### src/rtl/apw_pkg.sv
package apw_pkg;
    localparam int DEV_W  = 7;
    localparam int BYTE_W = 8;

    typedef enum logic [1:0] {
        BUS_START = 2'd0,
        BUS_WRITE = 2'd1,
        BUS_READ  = 2'd2,
        BUS_STOP  = 2'd3
    } bus_op_e;

    typedef enum logic [2:0] {
        ST_IDLE,
        ST_START,
        ST_ADDR,
        ST_WORD,
        ST_DATA,
        ST_READ,
        ST_STOP
    } seq_state_e;

    typedef struct packed {
        seq_state_e        st;
        logic              pend;
        logic              rd;
        logic              fail;
        logic [DEV_W-1:0]  dev;
        logic [BYTE_W-1:0] wa;
        logic [BYTE_W-1:0] wd;
    } seq_regs_t;

    typedef struct packed {
        logic              done;
        logic              tmo;
        logic [BYTE_W-1:0] rdat;
    } res_regs_t;
endpackage

### src/rtl/apw_poll_timer.sv
module apw_poll_timer #(
    parameter int LIMIT = 600000
) (
    input  logic clk,
    input  logic rst_n,
    input  logic clear,
    input  logic run,
    output logic expired
);
    localparam int CNT_W = $clog2(LIMIT + 1);
    localparam logic [CNT_W-1:0] CNT_MAX = CNT_W'(LIMIT);

    logic [CNT_W-1:0] cnt_d, cnt_q;

    always_comb begin
        cnt_d = cnt_q;
        if (clear) begin
            cnt_d = '0;
        end else if (run && (cnt_q != CNT_MAX)) begin
            cnt_d = cnt_q + 1'b1;
        end
    end

    always_ff @(posedge clk or negedge rst_n) begin
        if (!rst_n) begin
            cnt_q <= '0;
        end else begin
            cnt_q <= cnt_d;
        end
    end

    assign expired = (cnt_q == CNT_MAX);
endmodule

### src/rtl/apw_fsm.sv
module apw_fsm
    import apw_pkg::*;
(
    input  logic              clk,
    input  logic              rst_n,
    input  logic              req,
    input  logic              req_read,
    input  logic [DEV_W-1:0]  dev_addr,
    input  logic [BYTE_W-1:0] word_addr,
    input  logic [BYTE_W-1:0] wr_data,
    input  logic              rsp_valid,
    input  logic              rsp_ack,
    input  logic              expired,
    output logic              cmd_valid,
    output logic [1:0]        cmd_op,
    output logic [BYTE_W-1:0] cmd_data,
    output logic              cmd_nack,
    output logic              busy,
    output logic              poll_active,
    output logic              timer_clear,
    output logic              fin_ok,
    output logic              fin_tmo,
    output logic              rd_take
);
    seq_regs_t q, d;
    bus_op_e   op;
    logic      issue;
    logic      got;

    always_comb begin
        d           = q;
        op          = BUS_START;
        cmd_data    = '0;
        cmd_nack    = 1'b0;
        timer_clear = 1'b0;
        fin_ok      = 1'b0;
        fin_tmo     = 1'b0;
        rd_take     = 1'b0;
        issue       = (q.st != ST_IDLE) && !q.pend;
        got         = q.pend && rsp_valid;

        case (q.st)
            ST_IDLE: begin
                if (req) begin
                    d.st        = ST_START;
                    d.rd        = req_read;
                    d.dev       = dev_addr;
                    d.wa        = word_addr;
                    d.wd        = wr_data;
                    d.fail      = 1'b0;
                    timer_clear = 1'b1;
                end
            end
            ST_START: begin
                op = BUS_START;
                if (got) d.st = ST_ADDR;
            end
            ST_ADDR: begin
                op       = BUS_WRITE;
                cmd_data = {q.dev, q.rd};
                if (got) begin
                    if (!rsp_ack) begin
                        d.st = q.rd ? ST_READ : ST_WORD;
                    end else if (expired) begin
                        d.st   = ST_STOP;
                        d.fail = 1'b1;
                    end else begin
                        d.st = ST_START;
                    end
                end
            end
            ST_WORD: begin
                op       = BUS_WRITE;
                cmd_data = q.wa;
                if (got) d.st = ST_DATA;
            end
            ST_DATA: begin
                op       = BUS_WRITE;
                cmd_data = q.wd;
                if (got) d.st = ST_STOP;
            end
            ST_READ: begin
                op       = BUS_READ;
                cmd_nack = 1'b1;
                if (got) begin
                    rd_take = 1'b1;
                    d.st    = ST_STOP;
                end
            end
            ST_STOP: begin
                op = BUS_STOP;
                if (got) begin
                    d.st    = ST_IDLE;
                    fin_ok  = !q.fail;
                    fin_tmo = q.fail;
                end
            end
            default: d.st = ST_IDLE;
        endcase

        if (issue) begin
            d.pend = 1'b1;
        end else if (got) begin
            d.pend = 1'b0;
        end
    end

    always_ff @(posedge clk or negedge rst_n) begin
        if (!rst_n) begin
            q <= '{st: ST_IDLE, pend: 1'b0, rd: 1'b0, fail: 1'b0,
                   dev: '0, wa: '0, wd: '0};
        end else begin
            q <= d;
        end
    end

    assign cmd_valid   = issue;
    assign cmd_op      = op;
    assign busy        = (q.st != ST_IDLE);
    assign poll_active = (q.st == ST_START) || (q.st == ST_ADDR);
endmodule

### src/rtl/apw_result.sv
module apw_result
    import apw_pkg::*;
(
    input  logic              clk,
    input  logic              rst_n,
    input  logic              fin_ok,
    input  logic              fin_tmo,
    input  logic              rd_take,
    input  logic [BYTE_W-1:0] rsp_data,
    output logic              done,
    output logic              timeout,
    output logic [BYTE_W-1:0] rd_data
);
    res_regs_t q, d;

    always_comb begin
        d      = q;
        d.done = fin_ok;
        d.tmo  = fin_tmo;
        if (rd_take) d.rdat = rsp_data;
    end

    always_ff @(posedge clk or negedge rst_n) begin
        if (!rst_n) begin
            q <= '{done: 1'b0, tmo: 1'b0, rdat: '0};
        end else begin
            q <= d;
        end
    end

    assign done    = q.done;
    assign timeout = q.tmo;
    assign rd_data = q.rdat;
endmodule

### src/rtl/ack_poll_seq.sv
module ack_poll_seq
    import apw_pkg::*;
#(
    parameter int POLL_LIMIT = 600000
) (
    input  logic              clk,
    input  logic              rst_n,
    input  logic              req,
    input  logic              req_read,
    input  logic [DEV_W-1:0]  dev_addr,
    input  logic [BYTE_W-1:0] word_addr,
    input  logic [BYTE_W-1:0] wr_data,
    output logic              busy,
    output logic              done,
    output logic              timeout,
    output logic [BYTE_W-1:0] rd_data,
    output logic              cmd_valid,
    output logic [1:0]        cmd_op,
    output logic [BYTE_W-1:0] cmd_data,
    output logic              cmd_nack,
    input  logic              rsp_valid,
    input  logic              rsp_ack,
    input  logic [BYTE_W-1:0] rsp_data
);
    logic expired;
    logic poll_active;
    logic timer_clear;
    logic fin_ok;
    logic fin_tmo;
    logic rd_take;

    apw_poll_timer #(.LIMIT(POLL_LIMIT)) u_timer (
        .clk     (clk),
        .rst_n   (rst_n),
        .clear   (timer_clear),
        .run     (poll_active),
        .expired (expired)
    );

    apw_fsm u_fsm (
        .clk         (clk),
        .rst_n       (rst_n),
        .req         (req),
        .req_read    (req_read),
        .dev_addr    (dev_addr),
        .word_addr   (word_addr),
        .wr_data     (wr_data),
        .rsp_valid   (rsp_valid),
        .rsp_ack     (rsp_ack),
        .expired     (expired),
        .cmd_valid   (cmd_valid),
        .cmd_op      (cmd_op),
        .cmd_data    (cmd_data),
        .cmd_nack    (cmd_nack),
        .busy        (busy),
        .poll_active (poll_active),
        .timer_clear (timer_clear),
        .fin_ok      (fin_ok),
        .fin_tmo     (fin_tmo),
        .rd_take     (rd_take)
    );

    apw_result u_result (
        .clk      (clk),
        .rst_n    (rst_n),
        .fin_ok   (fin_ok),
        .fin_tmo  (fin_tmo),
        .rd_take  (rd_take),
        .rsp_data (rsp_data),
        .done     (done),
        .timeout  (timeout),
        .rd_data  (rd_data)
    );
endmodule

### config.mk
export PLATFORM = sky130hd
export DESIGN_NAME = ack_poll_seq
export DESIGN_NICKNAME = d
export VERILOG_FILES = /design/src/rtl/apw_pkg.sv /design/src/rtl/apw_poll_timer.sv /design/src/rtl/apw_fsm.sv /design/src/rtl/apw_result.sv /design/src/rtl/ack_poll_seq.sv
export SDC_FILE = /design/constraint.sdc
export NUM_CORES = 1
export LEC_CHECK = 0
export BUFFER_PORTS_ARGS = -buffer_cell sky130_fd_sc_hd__buf_2
export CAP_MARGIN = 20
export CELL_PAD_IN_SITES_DETAIL_PLACEMENT = 0
export CELL_PAD_IN_SITES_GLOBAL_PLACEMENT = 2
export CORE_ASPECT_RATIO = 1.1
export CORE_MARGIN = 2
export CORE_UTILIZATION = 33
export CTS_CLUSTER_SIZE = 40
export DETAILED_ROUTE_END_ITERATION = 10
export PLACE_DENSITY = 0.81
export SETUP_SLACK_MARGIN = 0.02
export SYNTH_ARGS = -nofsm -noshare
export SYNTH_HDL_FRONTEND = slang
export SYNTH_SLANG_ARGS = --single-unit
### constraint.sdc
create_clock -name clk -period 1.85 [get_ports clk]
set_input_delay 0.2775 -clock clk [delete_from_list [all_inputs] [get_ports clk]]
set_output_delay 0.2775 -clock clk [all_outputs]
set_load 0.05 [all_outputs]
==> results of run 1 <==
-- where the power goes --
group	switching (uW)	internal, uW
Sequential	286	1710
Combinational	1970	1090
Clock	539	624
Total	2790	3430
-- worst max-delay path: cells and delay by family (launching register included) --
family | cells | cell delay, ns
simple gates | 1 | 0.14
xor+xnor | 1 | 0.31
buf+inv | 2 | 0.37
flops | 1 | 0.40
-- layout make-up --
| type | instances | area [um2] | share of cell area (%) |
|---|---|---|---|
| Sequential cell | 59 | 1478 | 38.70 |
| Tap cell | 111 | 138.9 | 3.637 |
| Timing Repair Buffer | 87 | 575.6 | 15.07 |
| Clock inverter | 6 | 65.06 | 1.704 |
| Inverter | 6 | 22.52 | 0.5898 |
| Multi-Input combinational cell | 225 | 1411 | 36.96 |
| Clock buffer | 10 | 127.6 | 3.342 |
-- kinds of logic (layout without fill, tap and decap cells) --
logic type / after synthesis / count (layout) / share of synthesized area (%)
adders and majority gates: 2 / 2 / 0.8868
muxes: 8 / 8 / 3.193
buffers and inverters: 21 / 109 / 3.149
and+or+nand+nor: 163 / 163 / 27.27
AOI/OAI and AO/OA: 37 / 37 / 8.248
xor gates and xnor gates: 15 / 15 / 4.923
DFF: 59 / 59 / 52.33
-- cell usage in the layout, fill, tap and decap left out, drive strengths merged, types with 2 or more instances in the layout --
| cell | n |
|---|---|
| and4 | 3 |
| o31ai | 2 |
| clkbuf | 11 |
| nor4 | 3 |
| buf | 85 |
| nand2 | 93 |
| and3 | 6 |
| nand2b | 2 |
| nor3 | 4 |
| ha | 2 |
| a21oi | 3 |
| o21ai | 16 |
| inv | 7 |
| a22oi | 8 |
| nor2b | 3 |
| nand4 | 5 |
| clkinv | 3 |
| nand3b | 2 |
| xor2 | 13 |
| mux2 | 8 |
| or3 | 2 |
| nor4b | 2 |
| xnor2 | 2 |
| nand3 | 11 |
| nor2 | 21 |
| dfrtp | 59 |
| o211ai | 3 |
| and2 | 4 |
-- metrics by stage --
step	instances	setup slack [ns]	setup TNS (ns)	util [%]	total power (uW)
final	504	0.02214	0	45.65	6221
after global routing	504	-0.05803	-0.2313	45.65	6656
after CTS	504	0.01006	0	45.31	6259
after detailed placement	484	0.09282	0	41.36	4806
after global placement	484	0.1335	0	41.36	4773
after floorplan	305	0.1135	0	-	3995
-- timing repair --
| item | CTS | global route |
|---|---|---|
| resized for setup | 30 | 10 |
| endpoints found under the hold margin | 22 | 0 |
| hold buffers | 1 | 0 |
| pin swaps | 9 | 1 |
| buffers inserted | 3 | 0 |
| endpoints found under the setup margin | 10 | 16 |
-- metal layers --
layer  vias up  wire, um
met5         -         0
met4         0       135
met3        13       231
met2        39      3319
met1      1130      3190
li1       1195         -
-- state kept, by name, summed over array words and instances (netlist names) --
register,count
u_result.rd_data,8
u_result.done,1
u_timer.cnt_q,20
u_result.timeout,1
u_fsm.q,29
-- path summary, 6_finish.rpt --
path / start / to / slack (ns) / cells past startpoint
worst max register to register: u_fsm.q[27]$_DFFE_PN0P_ / u_timer.cnt_q[19]$_DFFE_PN0P_ / 0.09 / 6
worst min register to register: u_fsm.q[23]$_DFFE_PN0P_ / u_result.done$_DFF_PN0_ / 0.44 / 1
worst min-delay path: wr_data[5] / u_fsm.q[5]$_DFFE_PN0P_ / 0.13 / 3
max in group asynchronous: rst_n / u_fsm.q[28]$_DFFE_PN0P_ / 0.94 / 3
min in group asynchronous: rst_n / u_timer.cnt_q[7]$_DFFE_PN0P_ / 0.46 / 3
worst max-delay path: u_fsm.q[27]$_DFFE_PN0P_ / cmd_op[1] / 0.02 / 4
==> metrics.txt, run 1 <==
Setup crit start kind=register; Yosys reg bits=~60; via count=roughly 2,400; met3 Use GR=3.291%; vias per std cell=around 4.7; drt first pass iters=6; cell repeated most along the worst path=buf_4; Worst slew margin=67.35%; Post-Synthesis Cells=305; GR Layer Usage met2=approximately a quarter; CP cell instances=buf_4 > xnor2_2 > nor2b_1 > buf_4; mapped cell area=roughly 0.0028 mm2; Vert. Die Dim=~100 um; Net count, final=roughly 430; Top FF cell, synth=dfrtp_1; Overall Global Routing Usage=between 10% and 20%; Yosys warnings=0; DP Area=0.003460 mm2; fin crit period=approximately 1.8 ns; EDFF count, synth=0; Post-Syn Area per Cell=~9.3 um2; CTS tree=yes; Design Area, Final=0.003819 mm2; required time worst endpoint=1.57 ns; Final HPWL DP=between 4 and 5 mm; grt total ovfl=0; Max rail drop VDD=around 0.79 mV; Starting Density=between 30% and 40%; Critical-path top delay cell=dfrtp_1; hold slack final=between 0.1 and 0.15 ns; CTS H-tree lvls=3; pwr/cell area=~1600 mW/mm2; max-slew violations=0; crit end category=output port; register area share after synthesis=a little over half; critical path class=register to output port; Routed WL=approximately 7 mm; Hold Path Class=input pin to register; Max Clk Rate=between 500 and 600 MHz; root buffer cell=clkbuf_8; routability congestion estimate=between 0.8 and 0.9; clk_lat worst skew=about 0.33 ns; final hold vios=0; initial antenna violation count=0; Clock Sinks=59; Post-route DRC=0; num rows=35; Clock Pin Slew Worst Setup and Hold Paths=around 0.070 ns; top cells by area, synth=dfrtp_1 52%, nand2_1 12%, xor2_1 4.0%; filler cell count=a little over 800; outcome=finished, final reports clean; total CTS buffers=9; Horiz. Die Dim=between 90 and 100 um; final setup violating endpoints=0; # IOs=60; total core area=approximately 0.0084 mm2; first-pass GRT wire length=approximately 12 mm; crit share post-route=approximately 99%; largest net degree at the start of global routing=38; Synth async-reset ratio=100.0%; ANT nets after route=0; Max-cap violations=0; Cell variety after synth=42; Worst Skew=0.008641 ns; Die ar.=0.009306 mm2; post-synthesis cell type with the largest combined area=dfrtp_1; share of Yosys cell area claimed by the top area cell type=between 50 and 60%; WL/cell=about 14 um; port bufs=approximately 60; most common cell in the synthesized netlist=nand2_1; ant diodes=0; layout cells sized above 1=a little over a third; CTS max path bufs=2; vias in the first global route=approximately 2,300; RSZ-0062 raised after global routing=yes; Leakage=approximately 0.0019 uW; Mapped Nets=between 300 and 400; worst-margin pin slew=slightly below 0.5 ns; slowest stage delay, CP=approximately 0.4 ns; global routing usage on met1=between 20% and 30%; GR peak layer=met2; area grow syn2layout=35.34%; most common library cells after synthesis=93 x nand2_1, 59 x dfrtp_1, 21 x nor2_1, 15 x o21ai_0, 13 x xor2_1; Starting DRT DRC Count=140; Crit path arrival time=1.55 ns; CP max FO=5
No activity file was read; power rests on OpenSTA's default activity.
==> run 2: changes to the inputs <==
- clock period: 1.85 -> 2 ns (I/O delays scaled with it)
==> run 2 against run 1 <==
Non-clock buffer count fell by 10. Setup slack improved by 0.12 ns. Cell count decreased by 2.0%. Register-to-register slack better by 0.05 ns. Clock skew shrank 0.0031 ns. Design area is 4.6% lower. Critical endpoint is now cmd_data[0]. Largest power group unchanged.
==> metrics.txt, run 2 (synthesis gave the netlist of run 1 again) <==
Biggest register=u_fsm.q (unchanged); most frequent cells in the layout=93 x nand2_1, 58 x dfrtp_1, 51 x buf_2 (was 93 x nand2_1, 58 x dfrtp_1, 47 x buf_2); Worst Skew=0.005552 ns (was 0.008641 ns); port bufs=59 (unchanged); fin crit period=1.862 ns; final setup violating endpoints=0 (unchanged); final hold vios=0 (unchanged); Setup TNS Final=0 ns (unchanged); Total Power=5577 uW (was 6221 uW); Max-cap violations=0 (unchanged); CTS H-tree lvls=3 (unchanged); Max Clk Rate=approximately 540 MHz; commonest non-fill, non-tap cell in the layout=nand2_1 (unchanged); crit share post-route=between 90% and 100%; Seq pwr share=33.2% (was 32.1%); worst-margin pin slew=0.4621 ns (was 0.4897 ns); Final HPWL DP=4.589 mm (was 4.937 mm); switching pwr=2440 uW (was 2792 uW); Max rail drop VDD=0.7653 mV (was 0.7864 mV); ant diodes=0 (unchanged); Vert. Die Dim=101.0 um (unchanged); CP max FO=8 (was 5); Die ar.=0.009306 mm2 (unchanged); clk_lat worst skew=0.34 ns (was 0.33 ns); Worst slew margin=69.11% (was 67.35%); Crit path arrival time=1.56 ns (was 1.55 ns); max-slew violations=0 (unchanged); ANT nets after route=0 (unchanged); Starting DRT DRC Count=70 (was 140); layout cells sized above 1=31.07% (was 34.86%); Leakage=0.001816 uW (was 0.001873 uW); Hold Path Class=input pin to register (unchanged); total CTS buffers=9 (unchanged); vias in the first global route=2,293 (was 2,338); Routed WL=6.657 mm (was 6.877 mm); CTS tree=yes (unchanged); WL/cell=13.48 um (was 13.64 um); initial antenna violation count=0 (unchanged); total core area=0.008364 mm2 (unchanged); grt total ovfl=0 (unchanged); root buffer cell=clkbuf_8 (unchanged); CTS max path bufs=2 (unchanged); Logic pwr share=44.9% (was 49.2%); Post-route DRC=0 (unchanged); Overall Global Routing Usage=15.60% (was 16.02%); switching part of the total=43.76% (was 44.88%); required time worst endpoint=1.70 ns (was 1.57 ns); RSZ-0062 raised after global routing=no (was yes); num rows=35 (unchanged); # IOs=60 (unchanged); Starting Density=33.73% (unchanged); crit end category=output port (unchanged); area grow syn2layout=29.18% (was 35.34%); Clock Sinks=59 (unchanged); drt first pass iters=4 (was 6); Horiz. Die Dim=92.16 um (unchanged); Setup crit start kind=register (unchanged); via count=2,346 (was 2,377); largest net degree at the start of global routing=60 (was 38); vias per std cell=4.749 (was 4.716); critical path class=register to output port (unchanged); pwr/cell area=1530 mW/mm2 (was 1629 mW/mm2); filler cell count=863 (was 826); outcome=finished, final reports clean (unchanged); Clock Pin Slew Worst Setup and Hold Paths=0.07 ns (about the same); routability congestion estimate=0.9006 (was 0.8109); first-pass GRT wire length=11.24 mm (was 11.52 mm); Net count, final=417 (was 427); power share of the clock group=21.9% (was 18.7%); Pint=3136 uW (was 3429 uW); max FFs per register=29 (unchanged)
## run 2: cell count changes in the layout (fill, tap and decap cells not counted), moves of 4 or more
cell / delta
a22oi_2: -5
o21ai_2: +8
a22oi_1: +5
o21ai_4: -8
buf_6: -8
buf_4: -7
buf_2: +4
## run 2: power by group through the flow
stage / Combinational, uW / Sequential, uW / Clock, uW
after floorplan: 1520 / 2080 / 0
after global placement: 2410 / 1860 / 0
after detailed placement: 2420 / 1870 / 0
after CTS: 2470 / 1850 / 1260
after global routing: 2740 / 1910 / 1310
final: 2500 / 1850 / 1220
## run 2: what timing repair did
item                       in CTS  in global routing
setup endpoints to repair       8                  9
buffers inserted                0                  2
gates resized for setup         8                 10
hold buffers                    1                  0
hold endpoints to repair       59                  0
## run 2: path summary, 6_finish.rpt
path / startpoint / slack (ns) / cells after the start / endpoint
min in group asynchronous: rst_n / 0.50 / 3 / u_timer.cnt_q[12]$_DFFE_PN0P_
min: dev_addr[6] / 0.14 / 3 / u_fsm.q[22]$_DFFE_PN0P_
max reg2reg: u_fsm.q[28]$_DFFE_PN0P_ / 0.14 / 7 / u_timer.cnt_q[19]$_DFFE_PN0P_
min reg2reg: u_fsm.q[23]$_DFFE_PN0P_ / 0.45 / 1 / u_result.done$_DFF_PN0_
max: u_fsm.q[28]$_DFFE_PN0P_ / 0.14 / 5 / cmd_data[0]
max in group asynchronous: rst_n / 1.23 / 3 / u_fsm.q[28]$_DFFE_PN0P_
## run 2: cell type report
cell class	count	area, um2	share of cell area (%)
clock inverter	6	88.84	2.437
sequential	59	1478	40.54
timing repair buffer	77	473.0	12.98
tap	111	138.9	3.810
multi-input combinational	225	1306	35.84
inverter	6	22.52	0.6179
clock buffer	10	137.6	3.776
## run 2: metrics by stage
step	utilization (%)	std cells	hold slack (ns)	cell area (um2)	setup slack (ns)
detailed placement	39.99	475	0.3374	3344	0.2041
global route	43.58	494	0.1426	3645	0.03118
CTS	43.02	492	0.1279	3598	0.02089
global placement	39.99	475	0.3363	3344	0.1741
floorplan	-	305	0.004409	2851	0.1409
finish	43.58	494	0.1429	3645	0.1382
## run 2: critical path, cell delays in order (launching register included)
cell and delay [ns]:
dfrtp_2 0.43, nor2b_1 0.13, buf_4 0.17, a22oi_1 0.22
o21ai_2 0.07, buf_4 0.19
## run 2: routing by layer
metal / vias to the layer above / track usage [%] / part of all wire, %
met3: 11 / 2.992 / 4.3
met2: 57 / 24.89 / 47
met4: 0 / 8.266 / 2.3
met1: 1108 / 20.20 / 47
li1: 1170 / - / -
met5: - / 0 / 0
==> run 3: changes to the inputs <==
- ABC_CLOCK_PERIOD_IN_PS: unset -> 2000
- PLACE_DENSITY: 0.81 -> 0.87
==> run 3 against run 2 <==
Combinational power hardly changed. Wire length fell by 1.4%. Clock skew grew 0.0059 ns. Non-clock buffer count down 1. Sequential cell count did not move. Setup slack worse by 0.020 ns. First-iteration DRC count shrank 30%. Register-to-register slack improved by 0.07 ns. Via count rose by 0.77%. Count of clock-buffer cells in the layout did not move. Sequential share of layout area increased by 0.097 points. Largest power group unchanged.
==> metrics.txt, run 3 (synthesis gave the netlist of run 1 again) <==
Max-cap violations=0 (unchanged); origin of the worst setup path=u_fsm.q[27]$_DFFE_PN0P_ (was u_fsm.q[28]$_DFFE_PN0P_); routability congestion estimate=0.8252 (was 0.9006); Reg2Reg Setup Slack=0.21 ns (was 0.14 ns); Clock Pin Slew Worst Setup and Hold Paths=0.07 ns (about the same); Leakage=0.001809 uW (was 0.001816 uW); max-slew violations=0 (unchanged); port bufs=59 (unchanged); switching pwr=2448 uW (was 2440 uW); Starting DRT DRC Count=49 (was 70); drt first pass iters=4 (unchanged); required time worst endpoint=1.70 ns (about the same); Biggest register=u_fsm.q (unchanged); Design Area, Final=0.003642 mm2 (was 0.003645 mm2); filler cell count=858 (was 863); Horiz. Die Dim=92.16 um (unchanged); Starting Density=33.73% (unchanged); most frequent cells in the layout=93 x nand2_1, 56 x dfrtp_1, 51 x buf_2 (was 93 x nand2_1, 58 x dfrtp_1, 51 x buf_2); fin crit period=1.882 ns (was 1.862 ns); Net count, final=416 (was 417); area grow syn2layout=29.09% (was 29.18%); Setup crit start kind=register (unchanged); Multi-input gate area=0.001304 mm2 (was 0.001306 mm2); WL/cell=13.31 um (was 13.48 um); worst-margin pin slew=0.5772 ns (was 0.4621 ns); root buffer cell=clkbuf_8 (unchanged); Worst slew margin=61.52% (was 69.11%); CP max FO=10 (was 8); final setup violating endpoints=0 (unchanged); Seq pwr share=33.6% (was 33.2%); ANT nets after route=0 (unchanged); layout cells sized above 1=31.15% (was 31.07%); CTS tree=yes (unchanged); CTS H-tree lvls=3 (unchanged); reg2reg path depth=5 (was 7); Setup TNS Final=0 ns (unchanged); total CTS buffers=9 (unchanged); origin of the critical flop-to-flop path=u_fsm.q[26]$_DFFE_PN0P_ (was u_fsm.q[28]$_DFFE_PN0P_); Hold Path Class=input pin to register (unchanged); crit share post-route=94.09% (was 93.09%); max FFs per register=29 (unchanged); Logic pwr share=44.3% (was 44.9%); DP Area=0.003357 mm2 (was 0.003344 mm2); Max rail drop VDD=0.8647 mV (was 0.7653 mV); Hold EP=u_fsm.q[19]$_DFFE_PN0P_ (was u_fsm.q[22]$_DFFE_PN0P_); CP delay by family, top=buffers and inverters (was flip-flops); Routed WL=6.562 mm (was 6.657 mm); Hold Path Stages=3 (unchanged); Final HPWL DP=4.524 mm (was 4.589 mm); vias in the first global route=2,362 (was 2,293); Max Clk Rate=531.4 MHz (was 537.1 MHz); Crit path arrival time=1.58 ns (was 1.56 ns); grt total ovfl=0 (unchanged); Clock Sinks=59 (unchanged); # IOs=60 (unchanged); CTS max path bufs=2 (unchanged); CP cell instances=nor2b_1 > buf_4 > a22oi_1 > o21ai_2 > buf_4 (unchanged); Vert. Die Dim=101.0 um (unchanged); Overall Global Routing Usage=15.20% (was 15.60%); commonest non-fill, non-tap cell in the layout=nand2_1 (unchanged); Die ar.=0.009306 mm2 (unchanged); ant diodes=0 (unchanged); RSZ-0062 raised after global routing=no (unchanged); crit end category=output port (unchanged); vias per std cell=4.795 (was 4.749); Total Power=5585 uW (was 5577 uW); cell repeated most along the worst path=buf_4 (unchanged); hold path startpoint=dev_addr[3] (was dev_addr[6]); Critical-path top delay cell=dfrtp_2 (unchanged); total core area=0.008364 mm2 (unchanged); pwr/cell area=1533 mW/mm2 (was 1530 mW/mm2); largest net degree at the start of global routing=37 (was 60); Post-route DRC=0 (unchanged); outcome=finished, final reports clean (unchanged); switching part of the total=43.83% (was 43.76%); slowest stage delay, CP=0.41 ns (was 0.43 ns); critical path class=register to output port (unchanged); initial antenna violation count=0 (unchanged); Pint=3137 uW (was 3136 uW); first-pass GRT wire length=11.07 mm (was 11.24 mm); num rows=35 (unchanged); r2r endpoint=u_timer.cnt_q[19]$_DFFE_PN0P_ (unchanged); CP bufs+invs=2 (unchanged); clk_lat worst skew=0.34 ns (about the same); via count=2,364 (was 2,346); power share of the clock group=22.1% (was 21.9%); Worst Skew=0.01142 ns (was 0.005552 ns); final hold vios=0 (unchanged); register area=0.001480 mm2 (was 0.001478 mm2)
## run 3: stage by stage
| stage | std cells | hold WS [ns] | worst slack (ns) | utilization [%] |
|---|---|---|---|---|
| 2_1_floorplan | 305 | 0.004409 | 0.1409 | - |
| 3_3_place_gp | 475 | 0.3386 | 0.2119 | 40.13 |
| 3_5_place_dp | 475 | 0.3294 | 0.1963 | 40.13 |
| 4_1_cts | 492 | 0.1276 | 0.02581 | 43.23 |
| 5_1_grt | 493 | 0.1364 | 0.03726 | 43.55 |
| 6_report | 493 | 0.1407 | 0.1181 | 43.55 |
## run 3: final cells by class
cell class                 instances  share of cell area (%)
multi-input combinational        225                   35.80
clock inverter                     6                   2.439
timing repair buffer              76                   12.92
clock buffer                      10                   3.779
tap                              111                   3.813
sequential                        59                   40.64
inverter                           6                  0.6183
## run 3: worst register-to-register path: stages, from the launching register on
cell and delay (ns):
dfrtp_2 0.49, xnor2_2 0.24, nor4_4 0.45, nand3_1 0.15, or3_1 0.33, nand2_1 0.07
## run 3: layer usage
| layer | routed length, um | global-route usage (%) | part of all wire [%] |
|---|---|---|---|
| met1 | 3064 | 19.53 | 47 |
| met2 | 3047 | 23.76 | 46 |
| met3 | 297 | 3.815 | 4.5 |
| met4 | 153 | 8.037 | 2.3 |
| met5 | 0 | 0 | 0 |
## run 3: worst max path at each step
| stage | end | slack (ns) | cells after the start |
|---|---|---|---|
| 3_3_place_gp | u_timer.cnt_q[2]$_DFFE_PN0P_ | 0.21 | 6 |
| 6_report | cmd_data[7] | 0.12 | 5 |
| 2_1_floorplan | cmd_data[0] | 0.14 | 5 |
| 5_1_grt | cmd_data[5] | 0.04 | 5 |
| 4_1_cts | cmd_data[2] | 0.03 | 5 |
| 3_5_place_dp | u_timer.cnt_q[19]$_DFFE_PN0P_ | 0.20 | 5 |
## run 3: timing repair
item / in CTS / in global routing
setup endpoints to repair: 8 / 9
setup buffers: 0 / 1
endpoints found under the hold margin: 23 / 0
hold buffers: 1 / 0
gates resized for setup: 10 / 6
## run 3: power groups by stage
stage          sequential, uW  combinational [uW]  clock, uW
6_report                 1880                2470       1230
5_1_grt                  1930                2690       1320
4_1_cts                  1870                2470       1260
3_5_place_dp             1880                2410          0
3_3_place_gp             1870                2370          0
2_1_floorplan            2080                1520          0
